==> src/rtl/emb_status_pkg.sv <==
package emb_status_pkg;

  typedef enum logic [1:0] {
    OPK_NONE   = 2'd0,
    OPK_PROG   = 2'd1,
    OPK_SERASE = 2'd2,
    OPK_CHIP   = 2'd3
  } opk_e;

  // toggle bank lanes
  localparam int unsigned TG_MAIN  = 0;
  localparam int unsigned TG_ERASE = 1;
  localparam int unsigned TG_N     = 2;

  function automatic logic is_erase(opk_e k);
    return (k == OPK_SERASE) || (k == OPK_CHIP);
  endfunction

  // assemble the polled status word from tracked state and toggle values
  function automatic logic [7:0] compose(opk_e kind, logic susp, logic fail,
                                         logic win_open, logic pd7,
                                         logic tg_main, logic tg_erase);
    logic [7:0] w;
    w = '0;
    case (kind)
      OPK_PROG:              w[7] = ~pd7;
      OPK_SERASE, OPK_CHIP:  w[7] = susp;
      default:               w[7] = 1'b0;
    endcase
    w[6] = tg_main;
    w[5] = fail;
    w[3] = (kind == OPK_CHIP) || ((kind == OPK_SERASE) && !win_open);
    w[2] = tg_erase;
    return w;
  endfunction

endpackage

==> src/rtl/emb_op_tracker.sv <==
module emb_op_tracker
  import emb_status_pkg::*;
#(
  parameter int NSECT   = 16,
  parameter int WIN_CYC = 2500,
  parameter int SECT_W  = $clog2(NSECT)
) (
  input  logic              clk,
  input  logic              rst_n,
  input  logic              op_start,
  input  logic [1:0]        op_kind,
  input  logic [SECT_W-1:0] op_sect,
  input  logic              prog_d7,
  input  logic              sect_add,
  input  logic              op_done,
  input  logic              op_fail,
  input  logic              susp_req,
  input  logic              resume_req,
  input  logic [NSECT-1:0]  sect_prot,
  output opk_e              kind_o,
  output logic [NSECT-1:0]  eset_o,
  output logic              susp_o,
  output logic              fail_o,
  output logic              pd7_o,
  output logic              win_open_o,
  output logic              start_acc_o,
  output logic              add_acc_o,
  output logic              susp_acc_o
);

  localparam int CNT_W = $clog2(WIN_CYC + 1);

  opk_e             kind_q;
  logic [NSECT-1:0] eset_q;
  logic             susp_q, fail_q, pd7_q;
  logic [CNT_W-1:0] win_q;
  opk_e             req_kind;
  logic [NSECT-1:0] tgt;
  logic             resume_acc;

  assign req_kind   = opk_e'(op_kind);
  assign tgt        = (NSECT'(1) << op_sect) & ~sect_prot;
  assign win_open_o = (win_q != '0);

  assign start_acc_o = op_start && !op_done && (kind_q == OPK_NONE) && (req_kind != OPK_NONE);
  assign add_acc_o   = sect_add && !op_done && (kind_q == OPK_SERASE) && win_open_o && !susp_q;
  assign susp_acc_o  = susp_req && !op_done && (kind_q == OPK_SERASE) && !win_open_o
                       && !susp_q && !fail_q;
  assign resume_acc  = resume_req && !op_done && susp_q;

  always_ff @(posedge clk or negedge rst_n) begin
    if (!rst_n) begin
      kind_q <= OPK_NONE;
      eset_q <= '0;
      susp_q <= 1'b0;
      fail_q <= 1'b0;
      pd7_q  <= 1'b0;
      win_q  <= '0;
    end else if (op_done) begin
      kind_q <= OPK_NONE;
      eset_q <= '0;
      susp_q <= 1'b0;
      fail_q <= 1'b0;
      pd7_q  <= 1'b0;
      win_q  <= '0;
    end else if (start_acc_o) begin
      kind_q <= req_kind;
      pd7_q  <= prog_d7;
      susp_q <= 1'b0;
      fail_q <= 1'b0;
      case (req_kind)
        OPK_SERASE: begin eset_q <= tgt;        win_q <= CNT_W'(WIN_CYC); end
        OPK_CHIP:   begin eset_q <= ~sect_prot; win_q <= '0;              end
        default:    begin eset_q <= '0;         win_q <= '0;              end
      endcase
    end else begin
      if (add_acc_o) begin
        eset_q <= eset_q | tgt;
        win_q  <= CNT_W'(WIN_CYC);
      end else if (win_q != '0) begin
        win_q <= win_q - 1'b1;
      end
      if (susp_acc_o)      susp_q <= 1'b1;
      else if (resume_acc) susp_q <= 1'b0;
      if (op_fail && (kind_q != OPK_NONE)) fail_q <= 1'b1;
    end
  end

  assign kind_o = kind_q;
  assign eset_o = eset_q;
  assign susp_o = susp_q;
  assign fail_o = fail_q;
  assign pd7_o  = pd7_q;

endmodule

==> src/rtl/emb_toggle_bank.sv <==
module emb_toggle_bank #(
  parameter int NBIT = 2
) (
  input  logic            clk,
  input  logic            rst_n,
  input  logic            clr,
  input  logic [NBIT-1:0] adv,
  output logic [NBIT-1:0] nxt_o,
  output logic [NBIT-1:0] state_o
);

  for (genvar g = 0; g < NBIT; g++) begin : g_lane
    logic q;
    always_ff @(posedge clk or negedge rst_n) begin
      if (!rst_n)      q <= 1'b0;
      else if (clr)    q <= 1'b0;
      else if (adv[g]) q <= ~q;
    end
    assign nxt_o[g]   = adv[g] ? ~q : q;
    assign state_o[g] = q;
  end

endmodule

==> src/rtl/emb_status_gen.sv <==
module emb_status_gen
  import emb_status_pkg::*;
#(
  parameter int NSECT   = 16,
  parameter int WIN_CYC = 2500,
  parameter int SECT_W  = $clog2(NSECT)
) (
  input  logic              clk,
  input  logic              rst_n,
  input  logic              rd_stb,
  input  logic [SECT_W-1:0] rd_sect,
  input  logic              op_start,
  input  logic [1:0]        op_kind,
  input  logic [SECT_W-1:0] op_sect,
  input  logic              prog_d7,
  input  logic              sect_add,
  input  logic              op_done,
  input  logic              op_fail,
  input  logic              susp_req,
  input  logic              resume_req,
  input  logic [NSECT-1:0]  sect_prot,
  output logic [7:0]        stat_o,
  output logic              stat_sel_o,
  output logic              ry_by_o
);

  opk_e             kind;
  logic [NSECT-1:0] eset;
  logic             susp, fail, pd7, win_open;
  logic             start_acc, add_acc, susp_acc;
  logic             run, hit, stat_en;
  logic [TG_N-1:0]  tg_adv, tg_nxt, tg_q;
  logic [7:0]       stat_d;
  logic [7:0]       stat_q;
  logic             sel_q;

  emb_op_tracker #(.NSECT(NSECT), .WIN_CYC(WIN_CYC), .SECT_W(SECT_W)) i_trk (
    .clk(clk), .rst_n(rst_n),
    .op_start(op_start), .op_kind(op_kind), .op_sect(op_sect), .prog_d7(prog_d7),
    .sect_add(sect_add), .op_done(op_done), .op_fail(op_fail),
    .susp_req(susp_req), .resume_req(resume_req), .sect_prot(sect_prot),
    .kind_o(kind), .eset_o(eset), .susp_o(susp), .fail_o(fail), .pd7_o(pd7),
    .win_open_o(win_open), .start_acc_o(start_acc), .add_acc_o(add_acc),
    .susp_acc_o(susp_acc)
  );

  assign run     = (kind != OPK_NONE) && !susp;
  assign hit     = ({1'b0, rd_sect} < (SECT_W+1)'(NSECT)) ? eset[rd_sect] : 1'b0;
  assign stat_en = rd_stb && (kind != OPK_NONE) && (!susp || hit);

  assign tg_adv[TG_MAIN]  = rd_stb && run;
  assign tg_adv[TG_ERASE] = rd_stb && hit && is_erase(kind);

  emb_toggle_bank #(.NBIT(TG_N)) i_tog (
    .clk(clk), .rst_n(rst_n), .clr(start_acc),
    .adv(tg_adv), .nxt_o(tg_nxt), .state_o(tg_q)
  );

  assign stat_d = stat_en ? compose(kind, susp, fail, win_open, pd7,
                                    tg_nxt[TG_MAIN], tg_nxt[TG_ERASE]) : 8'h00;

  always_ff @(posedge clk or negedge rst_n) begin
    if (!rst_n) begin
      stat_q <= 8'h00;
      sel_q  <= 1'b0;
    end else if (rd_stb) begin
      stat_q <= stat_d;
      sel_q  <= stat_en;
    end
  end

  assign stat_o     = stat_q;
  assign stat_sel_o = sel_q;
  assign ry_by_o    = !run;

endmodule

==> config.mk <==
export PLATFORM = sky130hd
export DESIGN_NAME = emb_status_gen
export DESIGN_NICKNAME = d
export VERILOG_FILES = /design/src/rtl/emb_status_pkg.sv /design/src/rtl/emb_op_tracker.sv /design/src/rtl/emb_toggle_bank.sv /design/src/rtl/emb_status_gen.sv
export SDC_FILE = /design/constraint.sdc
export NUM_CORES = 1
export LEC_CHECK = 0
export BUFFER_PORTS_ARGS = -buffer_cell sky130_fd_sc_hd__buf_2
export CELL_PAD_IN_SITES_DETAIL_PLACEMENT = 1
export CELL_PAD_IN_SITES_GLOBAL_PLACEMENT = 2
export CORE_MARGIN = 2
export CORE_UTILIZATION = 31
export CTS_CLUSTER_SIZE = 12
export DETAILED_ROUTE_END_ITERATION = 8
export HOLD_SLACK_MARGIN = 0.08
export PLACE_DENSITY = 0.78
export SLEW_MARGIN = 10
export SYNTH_ARGS = -nofsm -noshare
export SYNTH_HDL_FRONTEND = slang
export SYNTH_HIERARCHICAL = 1
export SYNTH_SLANG_ARGS = --single-unit
==> constraint.sdc <==
create_clock -name clk -period 1.8 [get_ports clk]
set_clock_uncertainty 0.15 [all_clocks]
set_input_delay 0.09 -clock clk [delete_from_list [all_inputs] [get_ports clk]]
set_output_delay 0.09 -clock clk [all_outputs]
set_load 0.05 [all_outputs]
==> results of run 1 <==
## worst paths after layout
check	from	end	slack, ps
max	i_trk/win_q[0]$_DFFE_PN0P_	i_trk/eset_o[3]$_DFFE_PN0P_	-110
min	op_start	i_trk/kind_o[0]$_DFFE_PN0N_	100
max reg2reg	i_trk/win_q[0]$_DFFE_PN0P_	i_trk/eset_o[3]$_DFFE_PN0P_	-110
min reg2reg	i_trk/eset_o[5]$_DFFE_PN0P_	i_trk/eset_o[5]$_DFFE_PN0P_	330
max in group asynchronous	rst_n	i_trk/win_q[0]$_DFFE_PN0P_	880
min in group asynchronous	rst_n	stat_o[7]$_DFFE_PN0P_	130
## what timing repair did
| item | 4_1_cts | 5_1_grt |
|---|---|---|
| resized for setup | 15 | 32 |
| hold buffers | 24 | 0 |
| pin swaps | 2 | 23 |
| setup endpoints to repair | 30 | 36 |
| hold endpoints to repair | 68 | 0 |
| setup buffers | 3 | 7 |
## layout by cell type, fill, tap and decap left out, drive strengths merged, types with 2 or more instances in the layout
master        n
xor2          6
nor3          3
nand3b        3
mux2i         5
dfrtp        41
mux2          3
nor2b         7
and2          3
o21a          2
nand2b        4
nor2         11
o31ai        16
dlygate4sd3  24
o21ai         8
nand2        36
conb          3
and4          2
ha            2
nor4b         3
inv          13
nor4          3
o32ai         5
nand3         6
buf          85
and2b         2
a31oi        19
or3           2
a21oi        16
clkbuf        7
## final cells by class
cell class                      count  share of cell area, %
Multi-Input combinational cell    186                   39.6
Sequential cell                    41                   28.9
Timing Repair Buffer              109                   23.9
Tap cell                          102                   3.59
Clock buffer                        7                   2.43
Inverter                           13                   1.51
## critical path, stage by stage (launching register included)
cell	delay, ps
dfrtp_1	390
inv_2	90
ha_4	130
nor4b_4	200
and4b_2	330
inv_6	50
a31oi_4	150
buf_12	180
o31ai_1	100
## sequential cells by signal (all words and copies together), names as in the netlist
| name | count |
|---|---|
| i_trk/kind_o | 2 |
| stat_sel_o | 1 |
| i_trk/eset_o | 16 |
| i_trk/win_q | 12 |
| stat_o | 5 |
| i_trk/susp_o | 1 |
| i_trk/pd7_o | 1 |
| i_tog/g_lane.q | 2 |
| i_trk/fail_o | 1 |
## where the power goes
group | switching, W | internal [W] | total, W
clock | 0.000307 | 0.000305 | 0.000611
combinational | 0.00119 | 0.00114 | 0.00233
sequential | 0.000154 | 0.00108 | 0.00123
## metrics by stage
step	area, um^2	power (W)	utilization (%)	worst slack [ps]
after floorplan	2410	0.00218	-	-18.7
after global placement	2960	0.00274	38.9	-74.4
after detailed placement	2960	0.00279	38.9	-163
after CTS	3380	0.00364	44.5	-75.1
after global routing	3550	0.00442	46.7	-182
final	3550	0.00418	46.7	-114
## per-layer routing
metal / vias to the layer above / wire, um
met3: 8 / 190
met1: 1121 / 3320
met2: 40 / 3920
met5: - / 0
li1: 1113 / -
met4: 0 / 80
==> flow_summary_export.csv, run 1 <==
group,metric,value,unit
floorplanning,fp.dieH,91.8,um
clocking,clock_pin_slew_on_the_worst_setup_and_hold_paths,80,ps
critical_path,critical_path_arrival,1930,ps
floorplanning,die_area,8420,um^2
placed_design,dp.final_hpwl,5100,um
critical_path,setup.worst_path.end_class,"flop",
global_route,groute.usage.overall,17.3,%
drt,vias,2282,
drt,postRouteWirelength,7510,um
final_layout,final.fill_count,898,
drt,dr_iter_0_viols,73,
final_layout,final-instance-count-excl-fill,458,
sta,finalHoldViolations,0,
floorplanning,die_width,91.8,um
critical_path,timing.setup.critical_path_class,"flop to flop",
sta,finalMaxSlewViolations,0,
global_route,grtUsageMet3,2.55,%
floorplanning,fp.coreArea,7610,um^2
drt,avgViaCountPerCell,4.98,
sta,final-setup-viol-count,28,
global_route,grt_max_degree,26,
outcome,status,"finished, violations left",
drt,drtPass1Iterations,4,
sta,postLayoutSetupSlackWorst,-114,ps
clocking,htree_num_levels,2,
global_route,gr_met1_demand_resource,21.6,%
critical_path,worst-path-max-fanout,21,
clocking,cts_tree,"yes",
sta,max_freq,0.522,GHz
outcome,violations_in_the_final_reports,"setup timing",
floorplanning,core.rowCount,32,
placed_design,numPlacedInstances,419,
floorplanning,boundaryPins,46,
synthesis,synthesis.area,2390,um^2
job,cap_viol_max_count,0,
synthesis,syn_area_per_cell,9.52,um^2
drt,route.detailed.drc,0,
placed_design,port_buffers,42,
floorplanning,initial_utilization,31.4,%
synthesis,post_synth_inst_count,251,
global_route,antenna_found_initial,0,
final_layout,multi_input_comb_area,1410,um^2
global_route,met2_usage,31.3,%
final_layout,insertedDiodeCount,0,
critical_path,worstSetupStartpointType,"flop",
sta,rsz0062_at_grt,"yes",
worst_hold_path,hold_path.class,"input pin to flop",
global_route,most_crowded_layer_after_global_routing,"met2",
pwr,pwr_density_cell,1180,nW/um^2
clocking,cts_sinks,41,
pwr,peakVddDrop,0.415,mV
drt,wl_per_cell,16.4,um
sta,timing.setup.tns,-2050,ps
final_layout,register_area,1030,um^2
global_route,globalRouteOverflowTotal,0,
placed_design,gp_congestion,0.797,
clocking,clk_latency,290,ps
worst_hold_path,worst_hold_path.num_cells,4,
sta,period_minus_slack,1910,ps
final_layout,finalNetCount,394,
synthesis,ys.warnings.count,6,
global_route,first_pass_grt_wire_length,11600,um
critical_path,crit_required,1820,ps
clocking,cts_inserted_buffers,5,
sta,period_share,106,%
clocking,ctsRootBufferMaster,"clkbuf_8",
final_layout,fraction_of_final_layout_cells_with_drive_strength_greater_than_1,38.8,%
clocking,clock_path_buffers,2,
critical_path,worstRegToRegCells,8,
drt,drt.antenna.violating_nets,0,
final_layout,synthToLayoutAreaGrowth,48.8,%
global_route,first_global_vias,2396,
pwr,leakage,1.58,nW
sta,hold_slack,105,ps
Note: power is estimated with default switching activity, not from simulation.
==> inputs of run 2 (changes only) <==
--- a/config.mk
+++ b/config.mk
@@ -6,14 +6,15 @@
 export NUM_CORES = 1
 export LEC_CHECK = 0
 export BUFFER_PORTS_ARGS = -buffer_cell sky130_fd_sc_hd__buf_2
+export CAP_MARGIN = 20
 export CELL_PAD_IN_SITES_DETAIL_PLACEMENT = 1
 export CELL_PAD_IN_SITES_GLOBAL_PLACEMENT = 2
 export CORE_MARGIN = 2
-export CORE_UTILIZATION = 31
+export CORE_UTILIZATION = 36
 export CTS_CLUSTER_SIZE = 12
 export DETAILED_ROUTE_END_ITERATION = 8
 export HOLD_SLACK_MARGIN = 0.08
-export PLACE_DENSITY = 0.78
+export PLACE_DENSITY = 0.82
 export SLEW_MARGIN = 10
 export SYNTH_ARGS = -nofsm -noshare
 export SYNTH_HDL_FRONTEND = slang
==> constraint.sdc (replaced) <==
create_clock -name clk -period 2.4 [get_ports clk]
set_clock_uncertainty 0.15 [all_clocks]
set_input_delay 0.12 -clock clk [delete_from_list [all_inputs] [get_ports clk]]
set_output_delay 0.12 -clock clk [all_outputs]
set_load 0.05 [all_outputs]
==> run 2 against run 1 <==
Net effect:
- the flow now finishes without violations
- die area is 13% lower
- register-to-register slack better by 330 ps
- cell count decreased by 13%
- combinational power is 58% lower
- worst hold slack got worse by 23 ps
- routed wire length shrank 12%
- clock power down 24%
- fmax fell by 12%
- non-clock buffer count shrank 36
- critical path type unchanged
- critical endpoint is now i_trk/win_q[2]$_DFFE_PN0P_
==> flow_summary_export.csv, run 2 (synthesis results as in run 1) <==
group,metric,value,unit
floorplanning,fp.dieH,85.5,um
job,cap_viol_max_count,0,
final_layout,finalNetCount,358,
final_layout,final.fill_count,732,
pwr,power.switching_fraction,39.4,%
global_route,grt_max_degree,22,
sta,final-setup-viol-count,0,
sta,worst_slew_pin_slew,570,ps
sta,finalMaxSlewViolations,0,
placed_design,port_buffers,42,
drt,vias,2139,
sta,relSlewSlack,61.8,%
pwr,internal-power,0.00144,W
pwr,power_frac_seq,39.3,%
pwr,peakVddDrop,0.421,mV
placed_design,numPlacedInstances,366,
global_route,first_pass_grt_wire_length,11200,um
clocking,post_cts_resized,0,
drt,route.detailed.drc,0,
pwr,pwr_density_cell,791,nW/um^2
final_layout,final-instance-count-excl-fill,398,
final_layout,insertedDiodeCount,0,
sta,period_minus_slack,2180,ps
clocking,ctsRootBufferMaster,"clkbuf_8",
clocking,clock_pin_slew_on_the_worst_setup_and_hold_paths,80,ps
sta,period_share,90.8,%
floorplanning,initial_utilization,37.4,%
floorplanning,boundaryPins,46,
sta,finalHoldViolations,0,
clocking,clock_path_buffers,2,
critical_path,setup.worst_path.end_class,"flop",
floorplanning,fp.coreArea,6390,um^2
sta,max_freq,0.459,GHz
critical_path,worstSetupStartpointType,"flop",
drt,postRouteWirelength,6600,um
sta,rsz0062_at_grt,"no",
drt,wl_per_cell,16.6,um
drt,drtPass1Iterations,4,
global_route,globalRouteOverflowTotal,0,
critical_path,timing.setup.critical_path_class,"flop to flop",
clocking,clk_latency,300,ps
final_layout,most-common-layout-cells,"42 x buf_2, 41 x dfrtp_1, 36 x nand2_1",
placed_design,gp_congestion,0.832,
drt,dr_iter_0_viols,57,
placed_design,dp.final_hpwl,4710,um
drt,drt.antenna.violating_nets,0,
critical_path,crit_required,2420,ps
drt,avgViaCountPerCell,5.37,
clocking,cts_inserted_buffers,5,
final_layout,synthToLayoutAreaGrowth,25.8,%
clocking,cts_sinks,41,
floorplanning,die_width,85.5,um
pwr,pwr-share-comb,41.2,%
critical_path,worst-path-max-fanout,21,
global_route,first_global_vias,2292,
sta,timing.setup.tns,0,ps
global_route,groute.usage.overall,19.4,%
pwr,power_frac_clock,19.5,%
final_layout,layout.core_utilization,47.0,%
final_layout,largest_reg_flops,16,
final_layout,layout.cells.most_common,"buf_2",
final_layout,fraction_of_final_layout_cells_with_drive_strength_greater_than_1,22.7,%
global_route,antenna_found_initial,0,
clocking,htree_num_levels,2,
pwr,power.net_switching,0.000936,W
outcome,status,"complete, no violations",
pwr,leakage,1.31,nW
critical_path,critical_path_arrival,2200,ps
floorplanning,core.rowCount,29,
clocking,cts_tree,"yes",
worst_hold_path,hold_path.class,"input pin to flop",
floorplanning,die_area,7300,um^2
run 2: cell types whose count changed in the layout (fill, tap and decap cells not counted), sizes merged:
cell and change:
clkbuf -1, buf -36, clkinvlp +2
run 2: area by class of cell:
class / count / area (um^2) / share of cell area, %
clock buffer: 6 / 72.6 / 2.42
inverter: 13 / 51.3 / 1.71
multi-input combinational: 186 / 1230 / 40.9
timing repair buffer: 73 / 515 / 17.2
clock inverter: 2 / 15.0 / 0.500
sequential: 41 / 1030 / 34.2
tap: 77 / 96.3 / 3.21
run 2: power groups by stage:
stage	sequential, W	combinational [W]	clock, W
floorplan	0.000956	0.000650	0
global placement	0.000944	0.000936	0
detailed placement	0.000946	0.000955	0
CTS	0.000934	0.000988	0.000475
global route	0.000955	0.00111	0.000503
finish	0.000934	0.000978	0.000464
run 2: layer usage:
metal  global-route usage, %  part of all wire [%]
met5                       0                     0
met2                    32.7                    49
met4                    4.62                  0.91
met3                    2.92                   3.1
met1                    26.2                    47
run 2: through the flow:
stage | area (um^2) | hold slack [ps] | setup WS, ps | power, W
after floorplan | 2400 | -326 | 543 | 0.00161
after global placement | 2680 | -33.6 | 327 | 0.00188
after detailed placement | 2680 | -31.5 | 219 | 0.00190
after CTS | 3000 | 94.4 | 201 | 0.00240
after global routing | 3000 | 107 | 8.64 | 0.00257
final | 3000 | 82.0 | 220 | 0.00238
run 2: timing repair:
item / 4_1_cts / 5_1_grt
endpoints found under the setup margin: 0 / 0
endpoints found under the hold margin: 47 / 0
hold buffers: 24 / 0
setup buffers: 0 / 0
run 2: final timing paths:
| path | start | end | slack, ps | depth (start not counted) |
|---|---|---|---|---|
| setup / recovery | i_trk/win_q[0]$_DFFE_PN0P_ | i_trk/win_q[2]$_DFFE_PN0P_ | 220 | 8 |
| hold / removal | susp_req | i_trk/susp_o$_DFFE_PN0P_ | 80 | 3 |
| setup reg to reg | i_trk/win_q[0]$_DFFE_PN0P_ | i_trk/win_q[2]$_DFFE_PN0P_ | 220 | 8 |
| hold reg to reg | i_trk/eset_o[4]$_DFFE_PN0P_ | i_trk/eset_o[4]$_DFFE_PN0P_ | 330 | 2 |
| max in group asynchronous | rst_n | i_trk/eset_o[14]$_DFFE_PN0P_ | 1250 | 3 |
| min in group asynchronous | rst_n | i_trk/pd7_o$_DFFE_PN0N_ | 170 | 2 |
run 2: critical path, stage by stage, from the launching register on:
cell,delay (ps)
dfrtp_1,420
inv_1,120
ha_1,150
nor4b_2,210
and4b_1,440
inv_4,100
a31oi_4,200
buf_12,180
a21oi_1,80
